[src/rtl/gpio_mode_pkg.sv]
package gpio_mode_pkg;

    // Mode code is {mode1[i], mode2[i]}
    typedef enum logic [1:0] {
        PM_WEAKHI = 2'b00,
        PM_PUSH   = 2'b01,
        PM_HIZ    = 2'b10,
        PM_OPEN   = 2'b11
    } pin_mode_e;

    typedef enum logic [1:0] {
        WSEL_LATCH = 2'd0,
        WSEL_MODE1 = 2'd1,
        WSEL_MODE2 = 2'd2,
        WSEL_NONE  = 2'd3
    } wr_sel_e;

    typedef struct packed {
        logic oe;
        logic hi;
        logic lo;
        logic pu;
    } pad_ctl_t;

endpackage

[src/rtl/gpio_port_regs.sv]
module gpio_port_regs
    import gpio_mode_pkg::*;
#(
    parameter int WIDTH       = 8,
    parameter int SYNC_STAGES = 2
) (
    input  logic             clk,
    input  logic             rst_n,
    input  logic             wr_en,
    input  logic [1:0]       wr_sel,
    input  logic [WIDTH-1:0] wr_data,
    input  logic [WIDTH-1:0] pad_in,
    output logic [WIDTH-1:0] latch_q,
    output logic [WIDTH-1:0] mode1_q,
    output logic [WIDTH-1:0] mode2_q,
    output logic [WIDTH-1:0] pin_sync_q
);

    typedef struct packed {
        logic [WIDTH-1:0]                  lat;
        logic [WIDTH-1:0]                  m1;
        logic [WIDTH-1:0]                  m2;
        logic [SYNC_STAGES-1:0][WIDTH-1:0] sy;
    } regs_t;

    regs_t r_d, r_q;

    always_comb begin
        r_d = r_q;
        if (wr_en) begin
            case (wr_sel_e'(wr_sel))
                WSEL_LATCH: r_d.lat = wr_data;
                WSEL_MODE1: r_d.m1  = wr_data;
                WSEL_MODE2: r_d.m2  = wr_data;
                default:    ;
            endcase
        end
        r_d.sy[0] = pad_in;
        for (int s = 1; s < SYNC_STAGES; s++) begin
            r_d.sy[s] = r_q.sy[s-1];
        end
    end

    always_ff @(posedge clk or negedge rst_n) begin
        if (!rst_n) begin
            r_q.lat <= '1;
            r_q.m1  <= '0;
            r_q.m2  <= '0;
            r_q.sy  <= '1;
        end else begin
            r_q <= r_d;
        end
    end

    assign latch_q    = r_q.lat;
    assign mode1_q    = r_q.m1;
    assign mode2_q    = r_q.m2;
    assign pin_sync_q = r_q.sy[SYNC_STAGES-1];

    AST_LATCH_LOAD: assert property (@(posedge clk) disable iff (!rst_n)
        (wr_en && wr_sel == 2'd0) |=> (latch_q == $past(wr_data)))
        else $error("latch load");

    AST_NONE_SEL_HOLDS: assert property (@(posedge clk) disable iff (!rst_n)
        (wr_en && wr_sel == 2'd3) |=> ($stable(latch_q) && $stable(mode1_q) && $stable(mode2_q)))
        else $error("select 3 changed state");

endmodule

[src/rtl/gpio_pin_drive.sv]
module gpio_pin_drive
    import gpio_mode_pkg::*;
(
    input  logic     rst_n,
    input  logic     xmem_active,
    input  logic     addr_bit,
    input  logic     lat,
    input  logic     m1,
    input  logic     m2,
    output pad_ctl_t ctl
);

    always_comb begin
        ctl = '0;
        if (!rst_n) begin
            ctl.oe = 1'b1;
            ctl.hi = 1'b1;
        end else if (xmem_active) begin
            ctl.oe = 1'b1;
            ctl.hi = addr_bit;
            ctl.lo = ~addr_bit;
        end else begin
            case (pin_mode_e'({m1, m2}))
                PM_WEAKHI: begin
                    ctl.oe = ~lat;
                    ctl.lo = ~lat;
                    ctl.pu = lat;
                end
                PM_PUSH: begin
                    ctl.oe = 1'b1;
                    ctl.hi = lat;
                    ctl.lo = ~lat;
                end
                PM_OPEN: begin
                    ctl.oe = ~lat;
                    ctl.lo = ~lat;
                end
                default: ctl = '0;
            endcase
        end
    end

endmodule

[src/rtl/gpio_mode_port.sv]
module gpio_mode_port
    import gpio_mode_pkg::*;
#(
    parameter int WIDTH       = 8,
    parameter int SYNC_STAGES = 2
) (
    input  logic             clk,
    input  logic             rst_n,
    input  logic             wr_en,
    input  logic [1:0]       wr_sel,
    input  logic [WIDTH-1:0] wr_data,
    input  logic             xmem_active,
    input  logic [WIDTH-1:0] xaddr_hi,
    input  logic [WIDTH-1:0] pad_in,
    output logic [WIDTH-1:0] pad_oe,
    output logic [WIDTH-1:0] pad_drv_hi,
    output logic [WIDTH-1:0] pad_drv_lo,
    output logic [WIDTH-1:0] pad_weak_pu,
    output logic [WIDTH-1:0] rd_pin,
    output logic [WIDTH-1:0] rd_latch
);

    logic [WIDTH-1:0] latch_q, mode1_q, mode2_q;

    gpio_port_regs #(.WIDTH(WIDTH), .SYNC_STAGES(SYNC_STAGES)) u_regs (
        .clk        (clk),
        .rst_n      (rst_n),
        .wr_en      (wr_en),
        .wr_sel     (wr_sel),
        .wr_data    (wr_data),
        .pad_in     (pad_in),
        .latch_q    (latch_q),
        .mode1_q    (mode1_q),
        .mode2_q    (mode2_q),
        .pin_sync_q (rd_pin)
    );

    for (genvar i = 0; i < WIDTH; i++) begin : g_pin
        pad_ctl_t ctl;
        gpio_pin_drive u_drv (
            .rst_n       (rst_n),
            .xmem_active (xmem_active),
            .addr_bit    (xaddr_hi[i]),
            .lat         (latch_q[i]),
            .m1          (mode1_q[i]),
            .m2          (mode2_q[i]),
            .ctl         (ctl)
        );
        assign pad_oe[i]      = ctl.oe;
        assign pad_drv_hi[i]  = ctl.hi;
        assign pad_drv_lo[i]  = ctl.lo;
        assign pad_weak_pu[i] = ctl.pu;
    end

    assign rd_latch = latch_q;

    AST_RESET_DRIVE_HIGH: assert property (@(negedge clk)
        !rst_n |-> (pad_oe == '1 && pad_drv_hi == '1 && pad_drv_lo == '0 && pad_weak_pu == '0))
        else $error("reset drive");

    AST_XMEM_ADDR_OUT: assert property (@(posedge clk) disable iff (!rst_n)
        xmem_active |-> (pad_oe == '1 && pad_drv_hi == xaddr_hi && pad_weak_pu == '0))
        else $error("address override");

    AST_HIZ_RELEASED: assert property (@(posedge clk) disable iff (!rst_n)
        !xmem_active |-> ((pad_oe & mode1_q & ~mode2_q) == '0))
        else $error("high-z pin enabled");

    AST_NO_DRIVE_CONFLICT: assert property (@(posedge clk) disable iff (!rst_n)
        ((pad_drv_hi & pad_drv_lo) == '0) && ((pad_weak_pu & pad_oe) == '0))
        else $error("drive conflict");

endmodule

[config.mk]
export PLATFORM = sky130hd
export DESIGN_NAME = gpio_mode_port
export DESIGN_NICKNAME = d
export VERILOG_FILES = /design/src/rtl/gpio_mode_pkg.sv /design/src/rtl/gpio_port_regs.sv /design/src/rtl/gpio_pin_drive.sv /design/src/rtl/gpio_mode_port.sv
export SDC_FILE = /design/constraint.sdc
export NUM_CORES = 1
export LEC_CHECK = 0
export ABC_CLOCK_PERIOD_IN_PS = 1200
export BUFFER_PORTS_ARGS = -buffer_cell sky130_fd_sc_hd__buf_2
export CORE_UTILIZATION = 30
export DETAILED_ROUTE_END_ITERATION = 10
export GPL_TIMING_DRIVEN = 0
export PLACE_DENSITY_LB_ADDON = 0.12
export SETUP_SLACK_MARGIN = 0.5
export SLEW_MARGIN = 10
export SYNTH_ARGS = -nofsm -noshare
export SYNTH_HDL_FRONTEND = slang
export SYNTH_SLANG_ARGS = --single-unit
[constraint.sdc]
create_clock -name clk -period 1.2 [get_ports clk]
set_input_delay 0.12 -clock clk [delete_from_list [all_inputs] [get_ports clk]]
set_output_delay 0.12 -clock clk [all_outputs]
set_load 0.05 [all_outputs]
==> out/summary.txt <==
Status -> finished, violations left
Failing checks -> negative hold slack, negative setup slack
Die Span Y -> 87.5 um
Clock power share -> 15.7%
Gpl congestion -> 0.702
Vias in the first global route -> 2031
# clock sinks -> 40
ANT cells -> 0
Final setup vio count -> 40
Initial antenna violation count -> 0
Largest net degree at the start of global routing -> 22
Most common cell after layout, fill and taps aside -> buf_6
Reg clk slew, reported paths -> 0.08 ns
MaxCap Viol Count -> 0
Yosys top cell area share -> 28.7%
Die Width -> 87.5 um
Routed WL -> 6.41 mm
Fin. Hold Viols -> 40
Drc violations -> 0
Clock Skews -> 0.000311 ns
Clk Tree Root Cell -> clkbuf_8
Seq cells post-synth -> 40
Floorplan row count -> 30
Crit Path Max Fanout -> 2
Synth area leaders -> dfstp_2 (29%), dfrtp_1 (18%), ha_1 (14%)
Area delta synth->final -> 102%
Worst hold path type -> in -> async
Nets@finish -> 362
Synth cell types -> 19
Achievable Freq -> 0.612 GHz
Pre-antenna DRT Iters -> 4
Layout cells sized above 1 -> 89.6%
Hold WS -> -0.230 ns
FILL cells -> 529
Min Tclk post-route -> 1.63 ns
GRT Total Usage -> 18.1%
# H-tree levels -> 2
Commonest cells after routing, fill and taps aside -> buf_6 (38), buf_8 (36), buf_2 (30)
DR WL/cell -> 15.8 um
Number of routed nets with antenna violations -> 0
Final Slew Violations -> 0
Final Power -> 5.95 mW
Die Area -> 0.00766 sq mm
I/O Pins -> 78
Critical path required time -> 1.08 ns
Slew headroom -> 72.6%
PwrDens -> 1340 mW/mm^2
Setup TNS -> -10.98 ns
IO buf count -> 77
Worst setup SP type -> flip-flop
Clk Latency, worst-skew pair -> 0.29 ns
Post-Syn Area -> 0.00219 sq mm
Maximum VDD drop -> 975 uV
Post-Synthesis Cells -> 185
Critical path capture point type -> primary output
Final period utilization -> 136%
Maximum root-to-sink buffer count -> 2
Internal -> 3.77 mW
Vias per Instance -> 4.59
Starting density of the core -> 31.6%
Setup ws final -> -0.434 ns
Synth Warn # -> 0
Part of the power in registers -> 30.6%
Grt ovf -> 0
CP Class -> reg -> out
Leak Pwr -> 1.93 nW
Worst-margin pin slew -> 0.411 ns
Mapped Nets -> 239
Gate power share -> 53.7%
Switching Power -> 2.19 mW
Total CTS buffers -> 5
Sequential area share after synthesis -> 47.0%
Sw frac -> 36.7%
Leading area contributor after synthesis -> dfstp_2
Unrepaired setup endpoints after global routing -> true
DPL Wire Length -> 3.76 mm
Initial DRC Count -> 26
Critical path arrival -> 1.51 ns
Core Area -> 0.00694 sq mm
First-pass GRT wire length -> 10.3 mm
Hold-fix buffers at CTS -> 8
CTS tree -> yes
Routed via count -> 1859
Syn_area_per_cell -> 11.9 sq um
## power by group through the flow
stage | clock, mW | sequential [mW] | combinational (mW)
6_report | 0.933 | 1.82 | 3.20
5_1_grt | 1.02 | 1.85 | 3.39
4_1_cts | 0.972 | 1.81 | 3.03
3_5_place_dp | 0 | 1.82 | 1.96
3_3_place_gp | 0 | 1.82 | 1.94
2_1_floorplan | 0 | 1.82 | 1.57
## logic make-up after synthesis
family	share of synthesized area, %
simple gates	8.61
fa+ha+maj	13.7
compound gates	11.9
buf+inv	6.56
flops	47.0
mux	12.3
## worst paths after layout
path	from	end	slack (ns)	cells after the start
max	u_regs.mode2_q[1]$_DFFE_PN0P_	pad_oe[1]	-0.43	5
min	rst_n	u_regs.mode2_q[4]$_DFFE_PN0P_	-0.23	1
max reg2reg	u_regs.mode1_q[1]$_DFFE_PN0P_	u_regs.mode1_q[1]$_DFFE_PN0P_	0.20	3
min reg2reg	u_regs.r_d[15]$_DFF_PN1_	u_regs.pin_sync_q[7]$_DFF_PN1_	0.36	0
max in group asynchronous	rst_n	u_regs.r_d[15]$_DFF_PN1_	1.22	1
min in group clk	wr_data[7]	u_regs.latch_q[7]$_DFFE_PN1P_	0.10	2
## final cells by class
type	count	area, sq um	share of cell area, %
multi-input combinational	116	1700	38.4
timing repair buffer	116	1240	28.0
sequential	40	1030	23.3
buffer	13	180	4.06
tap	96	120	2.71
clock buffer	6	82.6	1.86
inverter	16	60.1	1.35
clock inverter	2	15.0	0.339
## synth_stat cells
cell type	number
nor3b_4	1
ha_1	24
mux2_2	24
and2b_1	1
nor2b_1	8
clkbuf_2	1
dfstp_2	24
and3_1	8
a21oi_1	8
nand3b_2	2
dfrtp_1	16
inv_1	16
clkbuf_1	1
o21a_1	8
o21ba_2	8
buf_2	3
nor3_1	8
o21ai_0	16
buf_4	8
## metal layers
| metal | track usage (%) | vias to the layer above | wire length, um |
|---|---|---|---|
| met2 | 33.3 | 55 | 3410 |
| met4 | 4.02 | 0 | 34 |
| met5 | 0 | - | 0 |
| li1 | - | 874 | - |
| met3 | 3.68 | 5 | 318 |
| met1 | 21.8 | 925 | 2650 |
## critical path: stages (launching register included)
cell	delay, ns
dfrtp_1	0.40
inv_2	0.11
ha_4	0.21
o21ba_4	0.20
o21ai_4	0.13
buf_6	0.17
## registers in the layout (all words and copies together) (netlist names)
name               count
u_regs.latch_q         8
u_regs.mode2_q         8
u_regs.mode1_q         8
u_regs.r_d             8
u_regs.pin_sync_q      8
## per-stage QoR
step / instance area, sq um / instances / setup slack (ns) / utilization (%)
after floorplan: 2630 / 185 / -0.129 / -
after global placement: 3130 / 358 / -1.10 / 45.1
after detailed placement: 3130 / 358 / -1.10 / 45.1
after CTS: 4320 / 399 / -0.437 / 62.1
after global routing: 4430 / 405 / -0.491 / 63.9
final: 4430 / 405 / -0.434 / 63.9
## what timing repair did
action	in CTS	in global routing
cloned	1	0
pin swaps	15	7
endpoints found under the hold margin	48	40
setup endpoints to repair	72	72
setup buffers	24	6
gates resized for setup	204	14
No activity file was read; power rests on OpenSTA's default activity.
